## src/rtl/mmd_pkg.sv

```systemverilog
package mmd_pkg;
  localparam int unsigned ADDR_W      = 16;
  localparam int unsigned OFFS_W      = 14;
  localparam int unsigned NUM_REGIONS = 10;

  localparam int unsigned RG_BOOT = 0;
  localparam int unsigned RG_ROM0 = 1;
  localparam int unsigned RG_ROMX = 2;
  localparam int unsigned RG_VRAM = 3;
  localparam int unsigned RG_XRAM = 4;
  localparam int unsigned RG_WRAM = 5;
  localparam int unsigned RG_OAM  = 6;
  localparam int unsigned RG_HOLE = 7;
  localparam int unsigned RG_IO   = 8;
  localparam int unsigned RG_HRAM = 9;

  localparam logic [ADDR_W-1:0] OAM_BASE  = 16'hFE00;
  localparam logic [ADDR_W-1:0] HOLE_BASE = 16'hFEA0;
  localparam logic [ADDR_W-1:0] IO_BASE   = 16'hFF00;
  localparam logic [ADDR_W-1:0] HRAM_BASE = 16'hFF80;
  localparam logic [ADDR_W-1:0] BOOT_OFF  = 16'hFF50;

  // regions that accept CPU writes
  localparam logic [NUM_REGIONS-1:0] WRITABLE =
    NUM_REGIONS'((1 << RG_VRAM) | (1 << RG_XRAM) | (1 << RG_WRAM) |
                 (1 << RG_OAM)  | (1 << RG_IO)   | (1 << RG_HRAM));
endpackage

```

## src/rtl/mmd_region_dec.sv

```systemverilog
module mmd_region_dec
  import mmd_pkg::*;
(
  input  logic [ADDR_W-1:0] addr_i,
  input  logic              boot_en_i,
  output logic [3:0]        region_o,
  output logic [OFFS_W-1:0] offset_o
);
  always_comb begin
    region_o = 4'(RG_HRAM);
    offset_o = '0;
    if (boot_en_i && addr_i[15:8] == 8'h00) begin
      region_o = 4'(RG_BOOT);
      offset_o = OFFS_W'(addr_i[7:0]);
    end else if (addr_i[15:14] == 2'b00) begin
      region_o = 4'(RG_ROM0);
      offset_o = addr_i[13:0];
    end else if (addr_i[15:14] == 2'b01) begin
      region_o = 4'(RG_ROMX);
      offset_o = addr_i[13:0];
    end else if (addr_i[15:13] == 3'b100) begin
      region_o = 4'(RG_VRAM);
      offset_o = OFFS_W'(addr_i[12:0]);
    end else if (addr_i[15:13] == 3'b101) begin
      region_o = 4'(RG_XRAM);
      offset_o = OFFS_W'(addr_i[12:0]);
    end else if (addr_i < OAM_BASE) begin
      // C000-DFFF and echo E000-FDFF share the low 13 bits
      region_o = 4'(RG_WRAM);
      offset_o = OFFS_W'(addr_i[12:0]);
    end else if (addr_i < HOLE_BASE) begin
      region_o = 4'(RG_OAM);
      offset_o = OFFS_W'(addr_i[7:0]);
    end else if (addr_i < IO_BASE) begin
      region_o = 4'(RG_HOLE);
      offset_o = '0;
    end else if (addr_i < HRAM_BASE) begin
      region_o = 4'(RG_IO);
      offset_o = OFFS_W'(addr_i[6:0]);
    end else begin
      region_o = 4'(RG_HRAM);
      offset_o = OFFS_W'(addr_i[6:0]);
    end
  end
endmodule

```

## src/rtl/mmd_boot_latch.sv

```systemverilog
module mmd_boot_latch
  import mmd_pkg::*;
(
  input  logic              clk_i,
  input  logic              rst_ni,
  input  logic [ADDR_W-1:0] addr_i,
  input  logic              wr_en_i,
  output logic              boot_en_o
);
  logic boot_en_q;
  logic kill;

  assign kill = wr_en_i && (addr_i == BOOT_OFF);

  always_ff @(posedge clk_i or negedge rst_ni) begin
    if (!rst_ni)   boot_en_q <= 1'b1;
    else if (kill) boot_en_q <= 1'b0;
  end

  assign boot_en_o = boot_en_q;

  assert_boot_stays_off_R8: assert property (@(posedge clk_i) disable iff (!rst_ni)
    !boot_en_q |=> !boot_en_q);
  assert_boot_cleared_R8: assert property (@(posedge clk_i) disable iff (!rst_ni)
    (wr_en_i && addr_i == BOOT_OFF) |=> !boot_en_o);
  assert_boot_held_R8: assert property (@(posedge clk_i) disable iff (!rst_ni)
    (boot_en_q && !(wr_en_i && addr_i == BOOT_OFF)) |=> boot_en_o);
endmodule

```

## src/rtl/mmd_rdata_mux.sv

```systemverilog
module mmd_rdata_mux #(
  parameter int unsigned N      = 10,
  parameter int unsigned DATA_W = 8
) (
  input  logic [N-1:0]             sel_i,
  input  logic [N-1:0][DATA_W-1:0] data_i,
  output logic [DATA_W-1:0]        data_o
);
  logic [N-1:0][DATA_W-1:0] masked;

  for (genvar g = 0; g < N; g++) begin : g_mask
    assign masked[g] = data_i[g] & {DATA_W{sel_i[g]}};
  end

  always_comb begin
    data_o = '0;
    for (int i = 0; i < N; i++) data_o |= masked[i];
  end
endmodule

```

## src/rtl/mem_map_decoder.sv

```systemverilog
module mem_map_decoder
  import mmd_pkg::*;
#(
  parameter int unsigned DATA_W     = 8,
  parameter int unsigned ROM_BANK_W = 7,
  parameter int unsigned RAM_BANK_W = 2
) (
  input  logic                   clk_i,
  input  logic                   rst_ni,
  input  logic [15:0]            addr_i,
  input  logic                   wr_en_i,
  input  logic [ROM_BANK_W-1:0]  rom_bank_i,
  input  logic [RAM_BANK_W-1:0]  ram_bank_i,
  input  logic [DATA_W-1:0]      boot_rdata_i,
  input  logic [DATA_W-1:0]      rom_rdata_i,
  input  logic [DATA_W-1:0]      vram_rdata_i,
  input  logic [DATA_W-1:0]      xram_rdata_i,
  input  logic [DATA_W-1:0]      wram_rdata_i,
  input  logic [DATA_W-1:0]      oam_rdata_i,
  input  logic [DATA_W-1:0]      io_rdata_i,
  input  logic [DATA_W-1:0]      hram_rdata_i,
  output logic [9:0]             sel_o,
  output logic [9:0]             we_o,
  output logic [13:0]            offset_o,
  output logic [ROM_BANK_W-1:0]  rom_bank_o,
  output logic [RAM_BANK_W-1:0]  ram_bank_o,
  output logic [DATA_W-1:0]      rdata_o,
  output logic                   boot_en_o
);
  logic [3:0]                          region;
  logic [NUM_REGIONS-1:0]              sel;
  logic [NUM_REGIONS-1:0][DATA_W-1:0]  rd_bus;
  logic [ROM_BANK_W-1:0]               rom_bank_eff;
  logic                                boot_en;

  mmd_boot_latch u_latch (
    .clk_i     (clk_i),
    .rst_ni    (rst_ni),
    .addr_i    (addr_i),
    .wr_en_i   (wr_en_i),
    .boot_en_o (boot_en)
  );

  mmd_region_dec u_dec (
    .addr_i    (addr_i),
    .boot_en_i (boot_en),
    .region_o  (region),
    .offset_o  (offset_o)
  );

  for (genvar r = 0; r < NUM_REGIONS; r++) begin : g_sel
    assign sel[r] = (region == 4'(r));
  end

  assign rd_bus[RG_BOOT] = boot_rdata_i;
  assign rd_bus[RG_ROM0] = rom_rdata_i;
  assign rd_bus[RG_ROMX] = rom_rdata_i;
  assign rd_bus[RG_VRAM] = vram_rdata_i;
  assign rd_bus[RG_XRAM] = xram_rdata_i;
  assign rd_bus[RG_WRAM] = wram_rdata_i;
  assign rd_bus[RG_OAM]  = oam_rdata_i;
  assign rd_bus[RG_HOLE] = '0;
  assign rd_bus[RG_IO]   = io_rdata_i;
  assign rd_bus[RG_HRAM] = hram_rdata_i;

  mmd_rdata_mux #(.N(NUM_REGIONS), .DATA_W(DATA_W)) u_mux (
    .sel_i  (sel),
    .data_i (rd_bus),
    .data_o (rdata_o)
  );

  // bank 0 is not reachable through the switchable window
  assign rom_bank_eff = (rom_bank_i == '0) ? ROM_BANK_W'(1) : rom_bank_i;
  assign rom_bank_o   = sel[RG_ROMX] ? rom_bank_eff : '0;
  assign ram_bank_o   = sel[RG_XRAM] ? ram_bank_i : '0;

  assign sel_o     = sel;
  assign we_o      = sel & WRITABLE & {NUM_REGIONS{wr_en_i}};
  assign boot_en_o = boot_en;

  assert_sel_onehot_R9: assert property (@(posedge clk_i) disable iff (!rst_ni)
    $onehot(sel_o));
  assert_no_rom_write_R10: assert property (@(posedge clk_i) disable iff (!rst_ni)
    (we_o[RG_BOOT] | we_o[RG_ROM0] | we_o[RG_ROMX] | we_o[RG_HOLE]) == 1'b0);
  assert_we_needs_wr_R10: assert property (@(posedge clk_i) disable iff (!rst_ni)
    (|we_o) |-> wr_en_i);
  assert_romx_bank_nonzero_R3: assert property (@(posedge clk_i) disable iff (!rst_ni)
    sel_o[RG_ROMX] |-> (rom_bank_o != '0));
  assert_hole_reads_zero_R6: assert property (@(posedge clk_i) disable iff (!rst_ni)
    sel_o[RG_HOLE] |-> (rdata_o == '0));
  assert_boot_needs_enable_R1: assert property (@(posedge clk_i) disable iff (!rst_ni)
    sel_o[RG_BOOT] |-> boot_en_o);
endmodule

```

## config.mk

```make
export PLATFORM = sky130hd
export DESIGN_NAME = mem_map_decoder
export DESIGN_NICKNAME = d
export VERILOG_FILES = /design/src/rtl/mmd_pkg.sv /design/src/rtl/mmd_region_dec.sv /design/src/rtl/mmd_boot_latch.sv /design/src/rtl/mmd_rdata_mux.sv /design/src/rtl/mem_map_decoder.sv
export SDC_FILE = /design/constraint.sdc
export NUM_CORES = 1
export LEC_CHECK = 0
export BUFFER_PORTS_ARGS = -buffer_cell sky130_fd_sc_hd__buf_2
export CAP_MARGIN = 10
export CORE_MARGIN = 2
export CORE_UTILIZATION = 30
export CTS_BUF_LIST = sky130_fd_sc_hd__clkbuf_16
export DETAILED_ROUTE_END_ITERATION = 8
export GPL_ROUTABILITY_DRIVEN = 0
export GPL_TIMING_DRIVEN = 0
export PLACE_DENSITY_LB_ADDON = 0.1
export RECOVER_POWER = 50
export SLEW_MARGIN = 20
export SYNTH_ARGS = -nofsm -noshare
export SYNTH_HDL_FRONTEND = slang
export SYNTH_SLANG_ARGS = --single-unit
```

## constraint.sdc

```tcl
create_clock -name clk_i -period 2.7 [get_ports clk_i]
set_clock_uncertainty 0.1 [all_clocks]
set_input_delay 0.27 -clock clk_i [delete_from_list [all_inputs] [get_ports clk_i]]
set_output_delay 0.27 -clock clk_i [all_outputs]
set_load 0.005 [all_outputs]
```

==> metrics list, run 1 <==
- The average instance in the mapped netlist occupies around 7 um2.
* Final Setup Violations: 0
- Slew margin rel.: about 58%
* Max frequency: between 400 and 500 MHz
- The final layout contains between 300 and 400 nets.
* Top post-synthesis cells by area: sky130_fd_sc_hd__mux2i_1, sky130_fd_sc_hd__a221oi_2, sky130_fd_sc_hd__and2_1
- Of the synthesized area, sequential elements account for between 2 and 3%.
* Post-route clock period utilization: between 80% and 90%
* Setup tns final: 0 ns
* Leading cell types in the layout, fill and taps excluded: sky130_fd_sc_hd__buf_2, sky130_fd_sc_hd__nand2_1, sky130_fd_sc_hd__mux2i_1, sky130_fd_sc_hd__nor2_1, sky130_fd_sc_hd__clkbuf_1
- Capturing element type of the critical path: primary output
* FF+latch count, synth: 1
- The initialized floorplan defines 21 standard-cell rows.
* Source-to-sink clock delay at the later pin of the worst-skew pair: 0 ns
- In this run the worst path has a maximum fanout of 8.
- In the final layout, the share of cells above drive strength 1 is around 56%.
- In this run the biggest area consumer among cell types represents between 10% and 20% of the synthesized area.
- In this run the horizontal extent of the chip is 62.9 um.
- After synthesis the cells add up to approximately 1000 um2.
* Biggest cell delay along the critical path: between 0.5 and 0.6 ns
- The total overflow left after global routing is 0.
* GRT Overall Usage: around a fifth
- After clock tree synthesis, the setup repair step added 0 buffers.
- CP startpoint kind: register
- The library cell used most frequently in the layout, excluding fill and tap cells, is sky130_fd_sc_hd__buf_2.
* Vias post-DR: about 1,500
* Number of design-rule violations left by the first detailed-router iteration: 38
* Data arrival, critical path: around 2.0 ns
* Mapped Cells: about 150
- The tool flagged a number of max-cap violations equal to 0.
- In this run, post-CTS hold repair placed 0 buffers.
- The hold violation total from the final report is 0.
* Global-route wire length before repair: roughly 6400 um
- Hold Path Class: primary input to async pin
- Yosys printed 0 warnings.
* Initial standard-cell utilization of the core: 31.2%
- The floorplan step defined a die boundary enclosing roughly 4000 um2.
- Core area: approximately 3300 um2
- Count of boundary I/O pins: approximately 140
* Critical path startpoint: u_latch.boot_en_o$_DFFE_PN1P_
- The setup path with the least slack is of type register to primary output.
* Reg2Reg Capture Point: u_latch.boot_en_o$_DFFE_PN1P_
* Number of cells on the worst reg-to-reg path: 1
* Number of inserted filler cells in the final layout: approximately 370
- Post-placement cell area: roughly 1800 um2
- Remaining number of nets flagged by the antenna check after routing: 0
- Buffers placed on the I/O ports in this run total ~140.
- Slowest stage cell, crit path: sky130_fd_sc_hd__dfstp_1
- Data on the critical path is required at its endpoint by 2.33 ns.
* Final wirelength: 4140 um
* Count of cell types in the netlist: 34
* Pre-Repair DR Iteration Count: 4
* Post-layout minimum cycle time: 2.37 ns
- Area taken by multi-input logic gates: about 940 um2
* Final HPWL DP: between 3000 and 4000 um
* Vias in the first global route: about 1,400
- Cell-by-cell listing of the critical path: or4b_4, o31a_4, a221oi_2, o211ai_1, buf_2
- Remaining design rule violation count: 0
- The flip-flop count of the largest register, all copies and words added was 1.
* Number of diodes: 0
* Cell leakage power: a little over 1 nW
- Reg2Reg Launch Point: u_latch.boot_en_o$_DFFE_PN1P_
- The number of max-slew violations in the final report came to 0.
* Unrepaired setup endpoints after global routing: false
* Cell accounting for the most synthesized area: sky130_fd_sc_hd__mux2i_1
- Clock-pin slew was measured on the worst setup and hold paths at 0 ns.
* Number of instances resized during post-cts repair: 0
* FF/Latch Area: 26.3 um2
- After detailed routing, the number of vias per cell comes to about 4.6.
* Average detailed-routed wire length per instance: between 10 and 15 um
- The finished cells cover between 1500 and 2000 um2.
- Antenna violations before repair: 0
- Worst setup slack for register-to-register paths: around 1.8 ns
- Entering global routing, the biggest net connects 11 pins.
* Cell Pwr Density: 127 nW/um2
- The flow ran to the end, and the final reports show no timing, DRC or antenna violations.
- Slew at the pin with the worst max-slew slack: approximately 0.64 ns
* Die H: ~63 um
- Worst supply voltage drop on vdd: around 69 uV
- Area growth, synth to finish: 72.1%
-- synthesized netlist by cell type --
library cell,number
sky130_fd_sc_hd__buf_2,4
sky130_fd_sc_hd__inv_1,4
sky130_fd_sc_hd__o31a_4,1
sky130_fd_sc_hd__nand3_1,1
sky130_fd_sc_hd__nor3b_1,1
sky130_fd_sc_hd__o211ai_1,8
sky130_fd_sc_hd__or4b_2,2
sky130_fd_sc_hd__and2_1,16
sky130_fd_sc_hd__nor3_2,1
sky130_fd_sc_hd__o41a_1,1
sky130_fd_sc_hd__conb_1,1
sky130_fd_sc_hd__o21a_1,2
sky130_fd_sc_hd__clkbuf_1,5
sky130_fd_sc_hd__or2_2,1
sky130_fd_sc_hd__o31ai_1,1
sky130_fd_sc_hd__nor4_1,1
sky130_fd_sc_hd__and4_1,2
sky130_fd_sc_hd__nand2b_1,1
sky130_fd_sc_hd__and3_1,10
sky130_fd_sc_hd__buf_4,4
sky130_fd_sc_hd__nand2_1,18
sky130_fd_sc_hd__nor3_1,5
sky130_fd_sc_hd__or4b_4,1
sky130_fd_sc_hd__dfstp_2,1
sky130_fd_sc_hd__o2111ai_1,1
sky130_fd_sc_hd__mux2_2,8
sky130_fd_sc_hd__nor2b_1,2
sky130_fd_sc_hd__a21oi_1,1
sky130_fd_sc_hd__or3_1,1
sky130_fd_sc_hd__mux2i_1,16
sky130_fd_sc_hd__a221oi_2,8
sky130_fd_sc_hd__buf_1,1
sky130_fd_sc_hd__nand4_1,1
sky130_fd_sc_hd__nor2_1,15
-- how the worst max path moves through the flow --
stage | end | slack (ns)
after global routing | rdata_o[5] | 0.13
after global placement | rdata_o[1] | 0.38
after detailed placement | rdata_o[2] | 0.36
after CTS | rdata_o[2] | 0.36
final | rdata_o[0] | 0.33
after floorplan | rdata_o[0] | 0.61
-- critical path: cells and delay by family, from the launching register on --
kind | cells | cell delay, ns
compound gates | 3 | 0.82
buf+inv | 1 | 0.14
flops | 1 | 0.54
simple gates | 1 | 0.49
-- logic make-up after synthesis --
group           count (synthesis)  share of synthesized area [%]
buf+inv                        18                           8.40
simple gates                   79                           41.2
compound gates                 23                           23.5
mux                            24                           24.0
flops                           1                           2.52
other cells                     1                          0.360
-- per-layer routing --
layer  up-vias  global-route usage, %  share of wire [%]
met2        66                   35.5                 49
li1        810                      -                  -
met4         0                  0.833               0.51
met5         -                      0                  0
met3         2                   1.26                5.7
met1       650                   25.2                 45
-- report_power, final --
group	internal, mW	leakage (nW)	switching [mW]
registers	0.0152	0.0106	0
clock network	0	0	0
logic	0.118	0.996	0.0954
-- per-stage QoR --
| stage | power [mW] | instances | utilization, % | hold WS [ns] | setup WS, ns |
|---|---|---|---|---|---|
| 6_report | 0.228 | 333 | 53.8 | 0.110 | 0.329 |
| 5_1_grt | 0.252 | 333 | 53.8 | 0.116 | 0.130 |
| 4_1_cts | 0.231 | 333 | 54.0 | 0.112 | 0.356 |
| 3_5_place_dp | 0.230 | 333 | 54.0 | 0.112 | 0.356 |
| 3_3_place_gp | 0.229 | 333 | 54.0 | 0.102 | 0.380 |
| 2_1_floorplan | 0.114 | 149 | - | 0.0222 | 0.608 |
-- cell type report --
cell class	count	share of cell area, %
repair buffers	138	38.1
well taps	46	3.21
inverters	4	0.837
multi-input cells	130	52.4
plain buffers	14	3.97
flip-flops and latches	1	1.46
Note: power is estimated with default switching activity, not from simulation.
==> run 2, diff against run 1 <==
CELL_PAD_IN_SITES_DETAIL_PLACEMENT = 0   (was unset)
CELL_PAD_IN_SITES_GLOBAL_PLACEMENT = 2   (was unset)
CORE_UTILIZATION = 13   (was 30)
==> run 2 against run 1 <==
  * Die area up 120%
  * Via count up 0.13%
  * Sequential share of layout area down 0.051 points
  * Wire length up 30%
  * Setup slack worse by 0.048 ns
  * Sequential power about the same
  * Critical path depth unchanged
  * Sequential cell count unchanged
  * Final area up 3.6%
  * Fmax down 2.0%
  * Utilization down 30 points
==> metrics list, run 2 (synthesis results as in run 1) <==
- The flip-flop count of the largest register, all copies and words added is 1 (unchanged).
- The total routed wire length on the met1 layer came to 2340 um (was 1870 um).
* Pre-Repair DR Iteration Count: 4 (unchanged)
- The wire length reported by the detailed router was 5370 um (was 4140 um).
* Most common library cell in the layout ignoring fill and taps: sky130_fd_sc_hd__buf_2 (unchanged)
* Clk pwr share: 0% (about the same)
- Antenna violations before repair: 0 (unchanged)
- Data required time at the worst endpoint: 2.33 ns (about the same)
* Slew margin rel.: 56.5% (was 57.6%)
* Data arrival, critical path: 2.05 ns (was 2.00 ns)
* Max capacitance violation total: 0 (unchanged)
* Post-layout minimum cycle time: 2.42 ns (was 2.37 ns)
- The clock-pin slew of the registers on the worst-case setup and hold paths was 0 ns (about the same).
* Final HPWL DP: 4760 um (was 3640 um)
* Fin nets: 381 (unchanged)
- Number of inserted filler cells in the final layout: 928 (was 373)
* Net switching fraction of the power: 43.3% (was 41.8%)
- The type of the worst min-delay path is primary input to async pin (unchanged).
- Die extent in x: 93.5 um (was 62.9 um)
- The antenna violation net count after detailed routing is 0 (unchanged).
- Tightest hold margin: 0.105 ns (was 0.110 ns)
- The post-route DRC violation count came to 0 (unchanged).
- The count of cells resized by post-cts repair is 0 (unchanged).
* Vias in the first global route: 1,439 (was 1,364)
- FF/Latch Area: 26.3 um2 (unchanged)
* GRT Overall Usage: 11.0% (was 19.1%)
* Slew at the pin with the worst max-slew slack: 0.653 ns (was 0.637 ns)
* Residual overflow from global routing: 0 (unchanged)
* Cell Pwr Density: 126 nW/um2 (was 127 nW/um2)
- The largest voltage drop on the vdd net is 33.3 uV (was 69.0 uV).
* Pin count of the biggest net entering global routing: 11 (unchanged)
* Post-route clock period utilization: 89.6% (was 87.8%)
- The standby leakage power came to 0.992 nW (was 1.01 nW).
- The synthesis-to-layout area growth came to 78.4% (was 72.1%).
- Initial standard-cell utilization of the core: 13.4% (was 31.2%)
- Post-CTS Setup Repair Bufs: 0 (unchanged)
* Int Pwr: 0.133 mW (about the same)
- The height of the chip was 93.5 um (was 62.9 um).
- The clock latency reported for the late side of the worst-skew pair is 0 ns (about the same).
- Count of boundary I/O pins: 144 (unchanged)
- Hold Vio Cnt, Final: 0 (unchanged)
* Number of buffers inserted by hold repair at cts: 0 (unchanged)
* Fraction of layout cells with a size suffix above 1: 55.1% (was 56.4%)
* # placed instances: 389 (was 333)
- The ratio of routed vias to standard cells was 3.93 (was 4.59).
* Number of design-rule violations left by the first detailed-router iteration: 19 (was 38)
* Average detailed-routed wire length per instance: 13.8 um (was 12.4 um)
* Vias post-DR: 1,530 (was 1,528)
* Area taken by multi-input logic gates: 940 um2 (unchanged)
* Standard-cell row count: 32 (was 21)
- The top routing layer in use is met3 (was met4).
* Global-route wire length before repair: 7650 um (was 6390 um)
* Maximum fanout encountered on the critical timing path: 8 (unchanged)
- The switching power is 0.101 mW (was 0.0954 mW).
- The category of the worst setup path launch point is a register (unchanged).
- Proportion of power drawn by combinational gates: 93.5% (was 93.4%)
- Pins Over Slew Limit: 0 (unchanged)
- The cell area reported after detailed placement is 1870 um2 (was 1800 um2).
* Outcome: complete, no violations (unchanged)
* Area of the die: 8750 um2 (was 3960 um2)
* Part of the power in registers: 6.5% (was 6.6%)
- Amount of wire on met3 after detailed routing: 374 um (was 236 um)
* Met2 wire length: 2650 um (was 2020 um)
* Critical setup path kind: register to primary output (unchanged)
- The total inserted antenna cells was 0 (unchanged).
- The area of the core was 7770 um2 (was 3340 um2).
- The maximum clock frequency came to 413 MHz (was 422 MHz).
- Leading cell types in the layout, fill and taps excluded: sky130_fd_sc_hd__buf_2, sky130_fd_sc_hd__nand2_1, sky130_fd_sc_hd__clkbuf_1, sky130_fd_sc_hd__mux2i_1, sky130_fd_sc_hd__nor2_1 (was sky130_fd_sc_hd__buf_2, sky130_fd_sc_hd__nand2_1, sky130_fd_sc_hd__mux2i_1, sky130_fd_sc_hd__nor2_1, sky130_fd_sc_hd__clkbuf_1)
- The final non-filler cell area came to 1860 um2 (was 1790 um2).
* Setup tns final: 0 ns (unchanged)
- Unrepaired setup endpoints after global routing: false (unchanged).
- The endpoint kind of the worst setup timing path is a primary output (unchanged).
- Number of standard cells in the layout, taps in and fillers out: 389 (was 333)
* Final Setup Violations: 0 (unchanged)
- IO Port Bufs: 138 (unchanged)
* Total power consumption of the routed design: 0.234 mW (was 0.228 mW)
[run 2: changes by cell type in the layout (fill, tap and decap cells not counted)]
cell	previous run	this run
sky130_fd_sc_hd__clkbuf_1	12	16
sky130_fd_sc_hd__and2_1	11	13
sky130_fd_sc_hd__and2_0	5	3
sky130_fd_sc_hd__buf_2	135	131
[run 2: cell type report]
class,count,area share [%]
Sequential cell,1,1.41
Multi-Input combinational cell,130,50.5
Timing Repair Buffer,138,36.5
Buffer,14,3.84
Tap cell,102,6.86
Inverter,4,0.808
[run 2: routing by layer]
metal  track usage (%)  vias to the layer above
met1              14.8                      661
li1                  -                      810
met4                 0                        0
met2              19.7                       59
met5                 0                        -
met3              1.77                        0
[run 2: critical path, cell delays in order (launching register included)]
cell                       delay [ns]
sky130_fd_sc_hd__dfstp_1         0.52
sky130_fd_sc_hd__or4b_4          0.50
sky130_fd_sc_hd__o31a_4          0.42
sky130_fd_sc_hd__a221oi_2        0.31
sky130_fd_sc_hd__o211ai_1        0.14
sky130_fd_sc_hd__buf_2           0.14
[run 2: worst paths after layout]
path / from / to / slack [ns] / depth (start not counted)
setup / recovery: u_latch.boot_en_o$_DFFE_PN1P_ / rdata_o[0] / 0.28 / 5
hold / removal: rst_ni / u_latch.boot_en_o$_DFFE_PN1P_ / 0.11 / 1
setup reg to reg: u_latch.boot_en_o$_DFFE_PN1P_ / u_latch.boot_en_o$_DFFE_PN1P_ / 1.86 / 1
hold reg to reg: u_latch.boot_en_o$_DFFE_PN1P_ / u_latch.boot_en_o$_DFFE_PN1P_ / 0.39 / 1
max in group asynchronous: rst_ni / u_latch.boot_en_o$_DFFE_PN1P_ / 2.38 / 1
min in group clk_i: u_latch.boot_en_o$_DFFE_PN1P_ / u_latch.boot_en_o$_DFFE_PN1P_ / 0.39 / 1
[run 2: through the flow]
stage               setup slack (ns)  util (%)
floorplan                      0.608         -
global placement               0.305      24.1
detailed placement             0.307      24.1
CTS                            0.299      24.1
global route                   0.109      23.9
finish                         0.280      23.9
[run 2: power groups by stage]
stage	registers (mW)	logic (mW)	clock network (mW)
6_report	0.0152	0.219	0
5_1_grt	0.0152	0.244	0
4_1_cts	0.0153	0.225	0
3_5_place_dp	0.0153	0.224	0
3_3_place_gp	0.0153	0.225	0
2_1_floorplan	0.0153	0.0984	0
==> run 3, diff against run 2 <==
BUFFER_PORTS_ARGS = -buffer_cell sky130_fd_sc_hd__buf_4   (was -buffer_cell sky130_fd_sc_hd__buf_2)
CORE_ASPECT_RATIO = 1.25   (was unset)
==> run 3 against run 2 <==
  * Final cell count fell by 1.8%
  * Combinational power is 24% higher
  * Register-to-register slack barely moved
  * Critical path depth up 3
  * Sequential share of layout area decreased by 0.22 points
  * First-iteration DRC count rose by 58%
  * Hold slack gained 0.020 ns
  * Sequential power about the same
  * Utilization rose by 4.3 points
  * Critical path type is now primary input to primary output
==> metrics list, run 3 (synthesis results as in run 1) <==
* CP startpoint kind: primary input (was register)
* Max capacitance violation total: 0 (unchanged)
* Cell leakage power: 1.11 nW (was 0.992 nW)
- The number of I/O pins is 144 (unchanged).
* Die H: 104 um (was 93.5 um)
- The ratio of routed vias to standard cells was 4.17 (was 3.93).
- The flip-flop count of the largest register, all copies and words added was 1 (unchanged).
* CP Buf/Inv Count: 4 (was 1)
- Most common library cell in the layout ignoring fill and taps: sky130_fd_sc_hd__buf_4 (was sky130_fd_sc_hd__buf_2)
- The endpoint kind of the worst setup timing path is a primary output (unchanged).
- Number of instances resized during post-cts repair: 0 (unchanged)
* Cell Pwr Density: 131 nW/um2 (was 126 nW/um2)
- Fraction of layout cells with a size suffix above 1: 57.5% (was 55.1%)
- The number of vias after detailed routing was 1,594 (was 1,530).
- The DRC marker count from the first detailed-route iteration came to 30 (was 19).
* Pre-Repair DR Iteration Count: 3 (was 4)
- The total inserted antenna cells is 0 (unchanged).
- The data required time at the worst endpoint is 2.33 ns (about the same).
- Pin count of the biggest net entering global routing: 11 (unchanged)
- Remaining number of nets flagged by the antenna check after routing: 0 (unchanged)
* Outcome: complete, no violations (unchanged)
* Number of standard cells in the layout, taps in and fillers out: 382 (was 389)
- The number of hold buffers added after CTS is 0 (unchanged).
- Biggest cell delay along the critical path: 0.42 ns (was 0.52 ns)
* Final wirelength: 5520 um (was 5370 um)
- The final setup violation count was 0 (unchanged).
* Met3 track utilization from global routing: 2.86% (was 1.77%)
* Met1 Resource Use GR: 13.5% (was 14.8%)
* Gate family responsible for the most delay along the worst path: buffers and inverters (was compound AO/OA/AOI/OAI gates)
- IO Port Bufs: 138 (unchanged)
* Post-layout minimum cycle time: 2.46 ns (was 2.42 ns)
- Core area: 7790 um2 (was 7770 um2)
- The clock-pin slew of the registers on the worst-case setup and hold paths was 0 ns (about the same).
* Setup tns final: 0 ns (unchanged)
* Average detailed-routed wire length per instance: 14.5 um (was 13.8 um)
- Fin nets: 381 (unchanged)
- Critical setup path kind: primary input to primary output (was register to primary output)
* Number of inserted filler cells in the final layout: 882 (was 928)
* Hold Vio Cnt, Final: 0 (unchanged)
- Residual overflow from global routing: 0 (unchanged)
- The number of antenna violations at the first check in global routing is 0 (unchanged).
- The largest voltage drop on the vdd net was 45.8 uV (was 33.3 uV).
* Post-CTS Setup Repair Bufs: 0 (unchanged)
- Cell-by-cell listing of the critical path: clkbuf_4, clkbuf_1, nand2_1, o21a_1, o31ai_1, buf_2, o211ai_1, buf_4 (was or4b_4, o31a_4, a221oi_2, o211ai_1, buf_2)
* Slew at the pin with the worst max-slew slack: 0.721 ns (was 0.653 ns)
- The die footprint was 8750 um2 (about the same).
- The total global routing track utilization came to 11.8% (was 11.0%).
- The routing layer with the top usage in global route is met2 (unchanged).
* Hold Path Class: primary input to async pin (unchanged)
* Met2 Resource Use GR: 23.2% (was 19.7%)
- Area growth, synth to finish: 111% (was 78.4%)
- Tightest hold margin: 0.126 ns (was 0.105 ns)
- The half-perimeter wire length after placement was 4930 um (was 4760 um).
- Leading cell types in the layout, fill and taps excluded: sky130_fd_sc_hd__buf_4, sky130_fd_sc_hd__nand2_1, sky130_fd_sc_hd__mux2i_1, sky130_fd_sc_hd__nor2_1, sky130_fd_sc_hd__clkbuf_4 (was sky130_fd_sc_hd__buf_2, sky130_fd_sc_hd__nand2_1, sky130_fd_sc_hd__clkbuf_1, sky130_fd_sc_hd__mux2i_1, sky130_fd_sc_hd__nor2_1).
- The number of global-route vias before repair was 1,651 (was 1,439).
- The maximum clock frequency came to 407 MHz (was 413 MHz).
- The clock latency reported for the late side of the worst-skew pair was 0 ns (about the same).
- The number of max-slew violations in the final report was 0 (unchanged).
- Global-route wire length before repair: 8440 um (was 7650 um)
- Slew margin rel.: 52.0% (was 56.5%)
- The top fanout value on the critical path came to 10 (was 8).
* Unrepaired setup endpoints after global routing: false (unchanged)
- Initial standard-cell utilization of the core: 13.4% (about the same)
- The share of the clock period used by the worst path after layout was 90.9% (was 89.6%).
- Die extent in x: 84.1 um (was 93.5 um)
- Slowest stage cell, crit path: sky130_fd_sc_hd__o31ai_1 (was sky130_fd_sc_hd__dfstp_1)
- # placed instances: 382 (was 389)
- The final core utilization came to 28.2% (was 23.9%).
- The data arrival time of the critical path is 2.09 ns (was 2.05 ns).
* Standard-cell row count: 36 (was 32)
* Remaining design rule violation count: 0 (unchanged)
## run 3: cell count changes in the layout (fill, tap and decap cells not counted), sizes merged
cell	change
buf	-7
clkbuf	+7
## run 3: worst paths after layout
| check | start | endpoint | slack, ns | cells past startpoint |
|---|---|---|---|---|
| min in group clk_i | u_latch.boot_en_o$_DFFE_PN1P_ | u_latch.boot_en_o$_DFFE_PN1P_ | 0.39 | 1 |
| hold / removal | rst_ni | u_latch.boot_en_o$_DFFE_PN1P_ | 0.13 | 1 |
| setup reg to reg | u_latch.boot_en_o$_DFFE_PN1P_ | u_latch.boot_en_o$_DFFE_PN1P_ | 1.85 | 1 |
| setup / recovery | addr_i[15] | rdata_o[0] | 0.24 | 8 |
| hold reg to reg | u_latch.boot_en_o$_DFFE_PN1P_ | u_latch.boot_en_o$_DFFE_PN1P_ | 0.39 | 1 |
| max in group asynchronous | rst_ni | u_latch.boot_en_o$_DFFE_PN1P_ | 2.36 | 1 |
## run 3: final cells by class
cell class              instances  area [um2]  share of cell area, %
plain buffers                  14        71.3                   3.24
inverters                       4        15.0                  0.683
multi-input cells             130         940                   42.7
well taps                      95         119                   5.40
repair buffers                138        1030                   46.8
flip-flops and latches          1        26.3                   1.19
## run 3: power by group
group / internal, mW / total, mW / leakage [nW] / switching (mW)
Clock: 0 / 0 / 0 / 0
Sequential: 0.0152 / 0.0152 / 0.0106 / 0
Combinational: 0.169 / 0.272 / 1.10 / 0.102
## run 3: per-layer routing
| metal | wire (um) | vias up |
|---|---|---|
| li1 | - | 811 |
| met1 | 2030 | 696 |
| met2 | 2960 | 87 |
| met3 | 524 | 0 |
| met4 | 0 | 0 |
| met5 | 0 | - |
## run 3: per-stage QoR
| step | setup WS, ns | area [um2] | power, mW |
|---|---|---|---|
| floorplan | 0.608 | 1050 | 0.114 |
| global placement | 0.270 | 2210 | 0.297 |
| detailed placement | 0.269 | 2210 | 0.296 |
| CTS | 0.268 | 2210 | 0.297 |
| global route | 0.0661 | 2200 | 0.314 |
| finish | 0.245 | 2200 | 0.287 |
